**config.mk**
```make
export PLATFORM = sky130hd
export DESIGN_NAME = ser_framer
export DESIGN_NICKNAME = d
export VERILOG_FILES = /design/src/rtl/ser_pkg.sv /design/src/rtl/ser_run_gate.sv /design/src/rtl/ser_bit_counter.sv /design/src/rtl/ser_shifter.sv /design/src/rtl/ser_frame_gen.sv /design/src/rtl/ser_framer.sv
export SDC_FILE = /design/constraint.sdc
export NUM_CORES = 1
export LEC_CHECK = 0
export ABC_AREA = 0
export BUFFER_PORTS_ARGS = -buffer_cell sky130_fd_sc_hd__buf_2
export CAP_MARGIN = 20
export CORE_MARGIN = 8
export CORE_UTILIZATION = 50
export DETAILED_ROUTE_END_ITERATION = 12
export MAX_ROUTING_LAYER = met4
export PLACE_DENSITY = 0.72
export SYNTH_ARGS = -nofsm -noshare
export SYNTH_HDL_FRONTEND = slang
export SYNTH_SLANG_ARGS = --single-unit
```
**constraint.sdc**
```tcl
create_clock -name clk_i -period 1.6 [get_ports clk_i]
set_input_delay 0.32 -clock clk_i [delete_from_list [all_inputs] [get_ports clk_i]]
set_output_delay 0.32 -clock clk_i [all_outputs]
set_load 0.02 [all_outputs]
```
**src/rtl/ser_pkg.sv**
```systemverilog
package ser_pkg;
  localparam int unsigned SER_W_DEF = 8;

  typedef enum logic [0:0] {
    HALF_LO = 1'b0,
    HALF_HI = 1'b1
  } frm_half_e;
endpackage

```
**src/rtl/ser_run_gate.sv**
```systemverilog
module ser_run_gate (
  input  logic clk_i,
  input  logic rst_ni,
  input  logic hold_i,
  output logic run_o
);
  logic run_q;

  // falling-edge capture so rising-edge logic sees a settled enable
  always_ff @(negedge clk_i or negedge rst_ni) begin
    if (!rst_ni) run_q <= 1'b0;
    else         run_q <= ~hold_i;
  end

  assign run_o = run_q;
endmodule

```
**src/rtl/ser_bit_counter.sv**
```systemverilog
module ser_bit_counter #(
  parameter int unsigned W  = ser_pkg::SER_W_DEF,
  localparam int unsigned CW = $clog2(W)
) (
  input  logic          clk_i,
  input  logic          rst_ni,
  input  logic          run_i,
  output logic          load_o,
  output logic          primed_o,
  output logic [CW-1:0] cnt_o
);
  localparam logic [CW-1:0] LAST = CW'(W - 1);

  logic [CW-1:0] cnt_q;
  logic          primed_q;
  logic          wrap;

  assign wrap   = (cnt_q == LAST);
  assign load_o = run_i & (~primed_q | wrap);

  always_ff @(posedge clk_i or negedge rst_ni) begin
    if (!rst_ni) begin
      cnt_q    <= '0;
      primed_q <= 1'b0;
    end else if (run_i) begin
      if (load_o) begin
        cnt_q    <= '0;
        primed_q <= 1'b1;
      end else begin
        cnt_q    <= cnt_q + 1'b1;
      end
    end
  end

  assign primed_o = primed_q;
  assign cnt_o    = cnt_q;
endmodule

```
**src/rtl/ser_shifter.sv**
```systemverilog
module ser_shifter #(
  parameter int unsigned W = ser_pkg::SER_W_DEF
) (
  input  logic         clk_i,
  input  logic         rst_ni,
  input  logic         run_i,
  input  logic         load_i,
  input  logic [W-1:0] par_i,
  output logic         ser_o
);
  logic [W-2:0] rem_q;
  logic [W-2:0] rem_d;
  logic         ser_q;
  logic         ser_d;

  genvar gi;
  generate
    for (gi = 0; gi < W - 1; gi++) begin : g_stage
      if (gi == W - 2) begin : g_top
        assign rem_d[gi] = load_i ? par_i[gi+1] : 1'b0;
      end else begin : g_mid
        assign rem_d[gi] = load_i ? par_i[gi+1] : rem_q[gi+1];
      end
    end
  endgenerate

  assign ser_d = load_i ? par_i[0] : rem_q[0];

  always_ff @(posedge clk_i or negedge rst_ni) begin
    if (!rst_ni) begin
      rem_q <= '0;
      ser_q <= 1'b0;
    end else if (run_i) begin
      rem_q <= rem_d;
      ser_q <= ser_d;
    end
  end

  assign ser_o = ser_q;
endmodule

```
**src/rtl/ser_frame_gen.sv**
```systemverilog
module ser_frame_gen #(
  parameter int unsigned W  = ser_pkg::SER_W_DEF,
  localparam int unsigned CW = $clog2(W)
) (
  input  logic          clk_i,
  input  logic          rst_ni,
  input  logic          run_i,
  input  logic          load_i,
  input  logic [CW-1:0] cnt_i,
  output logic          frm_o
);
  import ser_pkg::*;

  localparam logic [CW:0] HALF = (CW+1)'(W / 2);

  logic [CW:0] cnt_nxt;
  frm_half_e   frm_q;
  frm_half_e   frm_d;

  assign cnt_nxt = {1'b0, cnt_i} + 1'b1;

  always_comb begin
    if (load_i)             frm_d = HALF_HI;
    else if (cnt_nxt < HALF) frm_d = HALF_HI;
    else                    frm_d = HALF_LO;
  end

  always_ff @(posedge clk_i or negedge rst_ni) begin
    if (!rst_ni)    frm_q <= HALF_LO;
    else if (run_i) frm_q <= frm_d;
  end

  assign frm_o = (frm_q == HALF_HI);
endmodule

```
**src/rtl/ser_framer.sv**
```systemverilog
module ser_framer #(
  parameter int unsigned W = ser_pkg::SER_W_DEF
) (
  input  logic         clk_i,
  input  logic         rst_ni,
  input  logic         hold_i,
  input  logic [W-1:0] par_i,
  output logic         ser_o,
  output logic         frm_o
);
  localparam int unsigned CW = $clog2(W);

  logic          run_q;
  logic          load;
  logic          primed_q;
  logic [CW-1:0] cnt_q;

  ser_run_gate u_gate (
    .clk_i  (clk_i),
    .rst_ni (rst_ni),
    .hold_i (hold_i),
    .run_o  (run_q)
  );

  ser_bit_counter #(.W(W)) u_cnt (
    .clk_i    (clk_i),
    .rst_ni   (rst_ni),
    .run_i    (run_q),
    .load_o   (load),
    .primed_o (primed_q),
    .cnt_o    (cnt_q)
  );

  ser_shifter #(.W(W)) u_shift (
    .clk_i  (clk_i),
    .rst_ni (rst_ni),
    .run_i  (run_q),
    .load_i (load),
    .par_i  (par_i),
    .ser_o  (ser_o)
  );

  ser_frame_gen #(.W(W)) u_frm (
    .clk_i  (clk_i),
    .rst_ni (rst_ni),
    .run_i  (run_q),
    .load_i (load),
    .cnt_i  (cnt_q),
    .frm_o  (frm_o)
  );
endmodule

```
# Word-level counts from Yosys, hierarchy flattened
# Index checks and enable logic that the tools add are counted.
# W data, S select, Z words.
[op_classes]
n_addsub = 2
mul = 0
n_div = 0
n_lt_le_gt_ge = 1
n_eq_ne = 1
shifts = 0
muxes = 11
n_bitwise = 4
n_reduce_logical = 1
[ops]
columns = ["cell", "count"]
rows = [
  ["$mux W1", 10],
  ["$add A3 B1 Y4 const B", 1],
  ["$lt A4 B3 Y1 const B", 1],
  ["$add A3 B1 Y3 const B", 1],
  ["$eq A3 B3 Y1 const B", 1],
  ["$mux W3", 1],
  ["$not A1 Y1", 2],
  ["$reduce_and A2 Y1", 1],
  ["$and A1 B1 Y1", 1],
  ["$or A1 B1 Y1", 1],
]
[totals]
ff_bits = 14
latchBits = 0
ram_bits = 0
mem_bits_ro = 0
in_bits = 11
out_inout_bits = 2
word_cells = 26
n_memories = 0

# Longest topological paths before layout
# Gate-level depths: netlist of the first run.
[depth]
word_depth = 4
mapped_depth = 5
depth_no_buf = 4

# Hierarchy
# From an unflattened synthesis of the first run, not the netlist that was laid out.
[hier_totals]
hier_cells = 59
area_unflattened_um2 = 654.4
[modules_own_cells]
columns = ["module", "n_inst", "cells_each", "area_per_inst_um2", "seq_area_each_um2"]
rows = [
  ["ser_shifter", 1, 35, 375.4, 200.2],
  ["ser_bit_counter", 1, 18, 201.4, 100.1],
  ["ser_frame_gen", 1, 4, 48.8, 25.0],
  ["ser_run_gate", 1, 2, 28.8, 25.0],
]

==> qor.yml, run 1 <==
worst_hold_path:
  hold_depth: 3
  hold-path-endpoint: "u_shift.rem_q[6]$_DFFE_PN0P_"
  worstHoldStart: "par_i[7]"
  hp-class: "in -> reg"
synth:
  synth_cell_types: 21
  synth_top_area_share_pct: 45.9
  synth_area_leader_cell: "dfrtp_1"
  syn-cell-area_um2: 709
  synth_edf_count: 0
  synth-async-reset-ratio_pct: 100
  netlist_top_cells_count: "dfrtp_1 (13), nand2_1 (8), nand2b_1 (7), nand4b_1 (7), o211ai_1 (6)"
  ys_warn_count: 0
  ys.flop_type: "dfrtp_1"
  yosysSeqAreaShare_pct: 49.4
  ys_ff_latch: 14
  synth_nets: 76
  syn_inst: 63
  synth_most_common_cell: "dfrtp_1"
  synth_area_leaders: "dfrtp_1 (46%), nand4b_1 (8.6%), o211ai_1 (6.3%), nand2b_1 (6.2%), buf_6 (4.8%)"
  avgSynthCellArea_um2: 11.3
final_layout:
  layout.cells.non_filler: 93
  diodes: 0
  drive_above_1_share_pct: 29.5
  fin_util_pct: 63.5
  fin_nets: 92
  flow.area_growth_from_synthesis_pct: 18.0
critical_path:
  reg2reg_from: "u_gate.run_o$_DFF_NN0_"
  critPathRequiredTime_ps: 1760
  worstRegToRegCells: 2
  worst_ep_arrival_time_ps: 1990
  cp_slowest_cell: "dfrtn_1"
  worstSetupPathType: "reg -> reg"
  rrSetupSlack_ps: -230
  timing.rr.end: "u_cnt.cnt_o[2]$_DFFE_PN0P_"
  cp_slowest_stage_delay_ps: 530
  cp_max_fo: 5
  endpoint_kind: "flip-flop"
  cp_cell_sequence: "and2b_1, a31o_1"
  crit_start: "u_gate.run_o$_DFF_NN0_"
  worstSetupStartpointType: "flip-flop"
pwr:
  leakagePower_nw: 0.390
  power.density_nw_per_um2: 1260
  power.total_mw: 1.05
  vdd_drop_max_uv: 638
sta:
  setup_viol: 13
  slew_headroom_pct: 79.7
  drv_slew: 0
  rsz0062_at_grt: "yes"
  tightest_slew_ps: 304
  clock_skew_ps: 5.87
  hold_violations: 0
  finalWorstSetupSlack_ps: -227
global_route:
  grt_pass1_vias: 476
  grt.total_usage_pct: 9.99
  grt_start_max_net_pins: 19
  grt_antenna_before_repair: 0
  grt_pass1_wl_um: 2080
  grt_overflow: 0
route:
  viasPerCell: 5.43
  first_iter_violations: 8
  route.met2.wl_um: 561
  drtAntennaViolNets: 0
  totalWireLength_um: 1280
  wl_met3_um: 63
  avgRoutedWirePerCell_um: 13.8
  drt_pre_antenna_iters: 4
  dr_total_vias: 505
  drc_errors: 0
  dr.max_layer_used: "met4"
  m1WireLength_um: 643
place:
  gp_congestion: 0.689
  portBuffers: 12
  place_inst: 88
  hpwl_um: 898
  pre_cts_ws_ps: -209
floorplan:
  dieArea_um2: 2880
  row_count: 13
  start_util_pct: 53.8
  dieHeight_um: 53.7
  io-pin-count: 13
  core-area_um2: 1320
  die_width_um: 53.7
clocking:
  clkSinkCount: 14
  cts_tree: "yes"
  cts_setup_buffers: 0
  ctsLongestPathBuffers: 2
  h-tree-depth: 1
  cts_buffers: 3
  root_buffer: "clkbuf_4"
  clock_latency_ps: 270
  clk_pin_slew_ps: 80
job:
  maxCapViolations: 0
run_status:
  failed_checks: "negative setup slack"
  status: "finished with violations"
[cell usage in the layout, fill, tap and decap left out]
cell,n
nand4b_1,7
a31oi_1,1
nor2b_1,1
and2b_1,1
dlygate4sd3_1,1
nand2b_4,2
nand3b_1,1
o22a_1,1
o211ai_1,6
or2_4,1
buf_2,12
nand2b_1,5
buf_12,1
inv_1,2
nor2b_4,1
o22ai_1,1
clkbuf_4,3
mux2i_1,1
buf_4,1
dfrtp_1,13
o211ai_2,1
nand2_1,8
a31o_1,2
clkbuf_1,1
dfrtn_1,1
ha_1,2
buf_6,1
[sequential cells by signal, summed over array words and instances (netlist names)]
name            cells
u_cnt.cnt_o         3
u_shift.rem_q       7
u_frm.frm_o         1
u_cnt.primed_o      1
u_gate.run_o        1
u_shift.ser_o       1
[how the worst max path moves through the flow]
stage,to,depth (start not counted),slack (ps)
global route,u_cnt.cnt_o[2]$_DFFE_PN0P_,2,-280
finish,u_cnt.cnt_o[2]$_DFFE_PN0P_,2,-230
floorplan,u_shift.rem_q[1]$_DFFE_PN0P_,4,-120
detailed placement,u_shift.ser_o$_DFFE_PN0P_,3,-210
CTS,u_shift.ser_o$_DFFE_PN0P_,3,-210
global placement,u_shift.rem_q[1]$_DFFE_PN0P_,3,-170
[routing by layer]
layer	GRT usage, %	vias to the layer above
met5	-	-
met4	5.04	0
met3	3.31	2
met2	13.5	11
met1	12.9	238
li1	-	254
[through the flow]
step                cell area [µm²]  hold slack, ps  setup TNS [ps]
finish                          837             292           -2280
global route                    837             297           -2920
CTS                             826             284           -2040
detailed placement              779             297           -1990
global placement                779             297           -1750
floorplan                       716            24.4           -1230
[critical path, delay by kind of cell (launching register included)]
| family | cells | cell delay, ps |
|---|---|---|
| DFF | 1 | 530 |
| and+or+nand+nor | 1 | 210 |
| AOI/OAI and AO/OA | 1 | 180 |
[power by group]
| group | leakage [nW] | internal, mW | switching [mW] |
|---|---|---|---|
| sequential | 0.176 | 0.457 | 0.0710 |
| clock | 0.0150 | 0.0965 | 0.111 |
| combinational | 0.199 | 0.168 | 0.148 |
[timing repair]
| action | 4_1_cts | 5_1_grt |
|---|---|---|
| pin swaps | 0 | 3 |
| gates resized for setup | 2 | 2 |
| setup endpoints to repair | 13 | 13 |
| endpoints found under the hold margin | 13 | 0 |
| hold buffers | 1 | 0 |
| cloned | 0 | 0 |
[final cells by class]
class / instances / area (µm²)
Fill cell: 117 / 480
Sequential cell: 14 / 350
Multi-Input combinational cell: 42 / 325
Timing Repair Buffer: 16 / 109
Clock buffer: 4 / 26.3
Tap cell: 15 / 18.8
Inverter: 2 / 7.51
[kinds of logic (layout without fill, tap and decap cells)]
kind of cell               count (synthesis)  in the layout  share of synthesized area [%]
AOI/OAI and AO/OA                         12             12                           13.6
adders and majority gates                  2              2                           3.53
buffers and inverters                      7             22                           7.23
DFF                                       14             14                           49.4
muxes                                      1              1                           1.41
and+or+nand+nor                           27             27                           24.9
(Power assumes the default switching activity.)
==> run 2: changes to the inputs <==
- BUFFER_PORTS_ARGS: -buffer_cell sky130_fd_sc_hd__buf_2 -> -buffer_cell sky130_fd_sc_hd__buf_4
==> qor.yml, run 2 (same netlist as run 1, synthesis figures left out) <==
floorplan:
  dieHeight_um: 53.7
  io-pin-count: 13
  die_width_um: 53.7
  row_count: 13
  core-area_um2: 1320
  start_util_pct: 53.8
  dieArea_um2: 2880
clocking:
  cts_tree: "yes"
  ctsLongestPathBuffers: 2
  clkSinkCount: 14
  root_buffer: "clkbuf_4"
  h-tree-depth: 1
  clk_pin_slew_ps: 90
  cts_buffers: 3
  clock_latency_ps: 290
worst_hold_path:
  hp-class: "in -> reg"
global_route:
  grt_start_max_net_pins: 15
  grt_overflow: 0
  grt_antenna_before_repair: 0
  grt.total_usage_pct: 11.5
  grt_pass1_vias: 528
  grt_pass1_wl_um: 2360
critical_path:
  cp_slowest_cell: "dfrtn_1"
  cp_max_fo: 7
  worst_ep_arrival_time_ps: 2000
  worstSetupPathType: "reg -> reg"
  critPathRequiredTime_ps: 1760
  worstSetupStartpointType: "flip-flop"
  cp_cell_sequence: "buf_4, nand2b_1, o211ai_1"
  cp_slowest_stage_delay_ps: 530
  endpoint_kind: "flip-flop"
run_status:
  failed_checks: "negative setup slack"
  status: "finished with violations"
sta:
  clock_skew_ps: 5.55
  finalWorstSetupSlack_ps: -242
  drv_slew: 0
  tightest_slew_ps: 323
  finalSetupTns_ps: -2490
  hold_violations: 0
  rsz0062_at_grt: "yes"
  slew_headroom_pct: 78.5
  worst_hold_slack_ps: 284
  setup_viol: 13
final_layout:
  fin_nets: 94
  diodes: 0
  top_register: "u_shift.rem_q"
  largest_reg_flops: 7
  flow.area_growth_from_synthesis_pct: 23.5
  layout_common_cells: "buf_4 (15), dfrtp_1 (13), nand2_1 (8)"
  layout.cells.non_filler: 95
  layout_commonest_cell: "buf_4"
  drive_above_1_share_pct: 31.3
job:
  maxCapViolations: 0
pwr:
  power.total_mw: 1.14
  power.density_nw_per_um2: 1300
  vdd_drop_max_uv: 854
  leakagePower_nw: 0.408
route:
  totalWireLength_um: 1370
  dr_total_vias: 531
  drt_pre_antenna_iters: 4
  viasPerCell: 5.59
  avgRoutedWirePerCell_um: 14.5
  drc_errors: 0
  drtAntennaViolNets: 0
  first_iter_violations: 5
place:
  gp_congestion: 0.722
  place_inst: 88
  hpwl_um: 971
  portBuffers: 12
## run 2: cell types whose count changed in the layout (fill, tap and decap cells not counted)
cell / change
buf_2: -12
clkbuf_1: -1
nand2b_4: -1
buf_4: +14
clkbuf_8: +1
buf_12: -1
nand2b_1: +1
buf_6: +1
## run 2: per-layer routing
metal  up-vias  GRT usage [%]  wire length [µm]
li1        259              -                 -
met1       253           14.0               684
met2        14           16.0               577
met3         5           3.31                71
met4         0           7.56                38
met5         -              -                 0
## run 2: path summary, 6_finish.rpt
| path | slack, ps | to | depth (start not counted) | startpoint |
|---|---|---|---|---|
| setup / recovery | -240 | u_shift.rem_q[2]$_DFFE_PN0P_ | 3 | u_gate.run_o$_DFF_NN0_ |
| hold / removal | 280 | u_shift.rem_q[6]$_DFFE_PN0P_ | 3 | par_i[7] |
| setup reg to reg | -240 | u_shift.rem_q[2]$_DFFE_PN0P_ | 3 | u_gate.run_o$_DFF_NN0_ |
| hold reg to reg | 510 | u_frm.frm_o$_DFFE_PN0P_ | 1 | u_frm.frm_o$_DFFE_PN0P_ |
| max in group asynchronous | 310 | u_gate.run_o$_DFF_NN0_ | 2 | rst_ni |
| min in group asynchronous | 410 | u_shift.rem_q[0]$_DFFE_PN0P_ | 2 | rst_ni |
## run 2: stage by stage
step | setup slack (ps) | cell area, µm² | utilization (%)
final | -242 | 876 | 66.5
after global routing | -301 | 876 | 66.5
after floorplan | -122 | 716 | -
after CTS | -211 | 861 | 65.3
after global placement | -194 | 797 | 60.5
after detailed placement | -216 | 797 | 60.5
## run 2: final cells by class
| cell class | count | area [µm²] |
|---|---|---|
| fill | 101 | 442 |
| sequential | 14 | 350 |
| multi-input combinational | 42 | 318 |
| timing repair buffer | 18 | 145 |
| clock buffer | 4 | 36.3 |
| tap | 15 | 18.8 |
| inverter | 2 | 7.51 |
## run 2: where the power goes
group	internal [mW]	total [mW]	switching (mW)
Clock	0.139	0.259	0.120
Combinational	0.190	0.350	0.160
Sequential	0.457	0.529	0.0722
Total	0.786	1.14	0.352
## run 2: repair_timing
action / CTS / global route
gates resized for setup: 4 / 2
endpoints found under the hold margin: 13 / 0
setup buffers: 0 / 1
pin swaps: 0 / 1
setup endpoints to repair: 13 / 13
gates cloned: 0 / 1
hold buffers: 1 / 0
## run 2: worst max-delay path, delay by kind of cell (launching register included)
kind            cells  cell delay [ps]
flops               1              530
buf+inv             1              200
simple gates        1              110
compound gates      1               80
==> run 3: changes to the inputs <==
- CORE_UTILIZATION: 50 -> 45
- CTS_BUF_LIST: not set -> sky130_fd_sc_hd__clkbuf_4 sky130_fd_sc_hd__clkbuf_8
- PLACE_DENSITY: 0.72 -> 0.66
- TNS_END_PERCENT: not set -> 50
==> qor.yml, run 3 (same netlist as run 1, synthesis figures left out) <==
critical_path:
  worst_ep_arrival_time_ps: 1980
  cp_slowest_cell: "dfrtn_1"
  crit_start: "u_gate.run_o$_DFF_NN0_"
  worstSetupStartpointType: "flip-flop"
  cp_cell_sequence: "buf_4, nand3b_1, o22a_1"
  cp_max_fo: 5
  critPathRequiredTime_ps: 1770
  worstRegToRegCells: 3
  crit_family: "flip-flops"
  path_buf_inv: 1
  reg2reg_from: "u_gate.run_o$_DFF_NN0_"
  rrSetupSlack_ps: -210
  cp_slowest_stage_delay_ps: 500
  timing.rr.end: "u_frm.frm_o$_DFFE_PN0P_"
  endpoint_kind: "flip-flop"
  worstSetupPathType: "reg -> reg"
place:
  gp_congestion: 0.771
  hpwl_um: 925
  place_area_um2: 806
  pre_cts_ws_ps: -197
  portBuffers: 12
worst_hold_path:
  hold_depth: 3
  hp-class: "in -> reg"
  worstHoldStart: "par_i[7]"
  hold-path-endpoint: "u_shift.rem_q[6]$_DFFE_PN0P_"
sta:
  rsz0062_at_grt: "yes"
  hold_violations: 0
  finalSetupTns_ps: -2130
  finalWorstSetupSlack_ps: -208
  drv_slew: 0
  tightest_slew_ps: 294
  setup_viol: 13
  clock_skew_ps: 4.64
  slew_headroom_pct: 80.4
global_route:
  grt_antenna_before_repair: 0
  grt.total_usage_pct: 9.37
  grt_overflow: 0
  grt_start_max_net_pins: 15
  grt_pass1_vias: 529
  grt_pass1_wl_um: 2370
pwr:
  p_sw_uw: 342
  sequentialPowerShare_pct: 46.9
  swShare_pct: 30.3
  leakagePower_nw: 0.411
  clockPowerShare_pct: 22.9
  power_frac_comb_pct: 30.2
  power.density_nw_per_um2: 1280
  vdd_drop_max_uv: 752
  p_int_uw: 785
  power.total_mw: 1.13
final_layout:
  top_register: "u_shift.rem_q"
  fin_util_pct: 59.2
  largest_reg_flops: 7
  layout_commonest_cell: "buf_4"
  nFillCells: 134
  fin_nets: 95
  flow.area_growth_from_synthesis_pct: 24.3
  design_area_um2: 882
  layout_common_cells: "buf_4 (16), dfrtp_1 (13), nand2_1 (8)"
  diodes: 0
  drive_above_1_share_pct: 32.1
route:
  dr_total_vias: 528
  drt_pre_antenna_iters: 4
  drtAntennaViolNets: 0
  totalWireLength_um: 1350
  first_iter_violations: 9
  drc_errors: 0
  viasPerCell: 5.44
  avgRoutedWirePerCell_um: 13.9
clocking:
  root_buffer: "clkbuf_4"
  cts_buffers: 3
  h-tree-depth: 1
  clk_pin_slew_ps: 90
  clock_latency_ps: 280
  clkSinkCount: 14
  ctsLongestPathBuffers: 2
  cts_tree: "yes"
floorplan:
  die_width_um: 55.7
  row_count: 14
  io-pin-count: 13
  core-area_um2: 1490
  dieHeight_um: 55.7
  start_util_pct: 47.6
  dieArea_um2: 3100
job:
  maxCapViolations: 0
run_status:
  failed_checks: "negative setup slack"
  status: "finished with violations"
[run 3: cell types whose count changed in the layout (fill, tap and decap cells not counted), sizes merged]
cell  delta
buf      +1
[run 3: power by group through the flow]
stage / Clock [mW] / Combinational [mW] / Sequential, mW
after CTS: 0.264 / 0.340 / 0.522
after global placement: 0 / 0.330 / 0.526
final: 0.258 / 0.341 / 0.529
after detailed placement: 0 / 0.334 / 0.530
after floorplan: 0 / 0.213 / 0.542
after global routing: 0.274 / 0.386 / 0.543
[run 3: per-stage QoR]
stage	hold slack (ps)	cells
floorplan	24.4	63
global placement	182	90
detailed placement	184	90
CTS	288	96
global route	309	97
finish	299	97
[run 3: worst max path at each step]
stage	to	slack, ps	depth (start not counted)
floorplan	u_shift.rem_q[1]$_DFFE_PN0P_	-120	4
global placement	u_shift.rem_q[3]$_DFFE_PN0P_	-160	3
detailed placement	u_shift.rem_q[5]$_DFFE_PN0P_	-200	3
CTS	u_shift.rem_q[4]$_DFFE_PN0P_	-200	3
global route	u_frm.frm_o$_DFFE_PN0P_	-280	3
finish	u_frm.frm_o$_DFFE_PN0P_	-210	3
[run 3: final cells by class]
| type | count | area [µm²] | share of cell area (%) |
|---|---|---|---|
| inverter | 2 | 7.51 | 0.851 |
| tap | 16 | 20.0 | 2.27 |
| multi-input combinational | 42 | 315 | 35.7 |
| clock buffer | 4 | 36.3 | 4.11 |
| sequential | 14 | 350 | 39.7 |
| timing repair buffer | 19 | 153 | 17.3 |
[run 3: per-layer routing]
layer,part of all wire [%],vias to the layer above,track usage (%)
li1,-,262,-
met1,46,251,11.2
met2,47,13,13.8
met3,5.0,2,2.51
met4,1.2,0,5.28
met5,0,-,-
[run 3: what timing repair did]
action	CTS	global route
endpoints found under the hold margin	13	0
gates resized for setup	1	2
pin swaps	0	2
hold buffers	1	0
endpoints found under the setup margin	13	13
setup buffers	1	1
[run 3: worst register-to-register path: stages, from the launching register on]
cell and delay, ps:
dfrtn_1 500, buf_4 150, nand3b_1 90, o22a_1 170
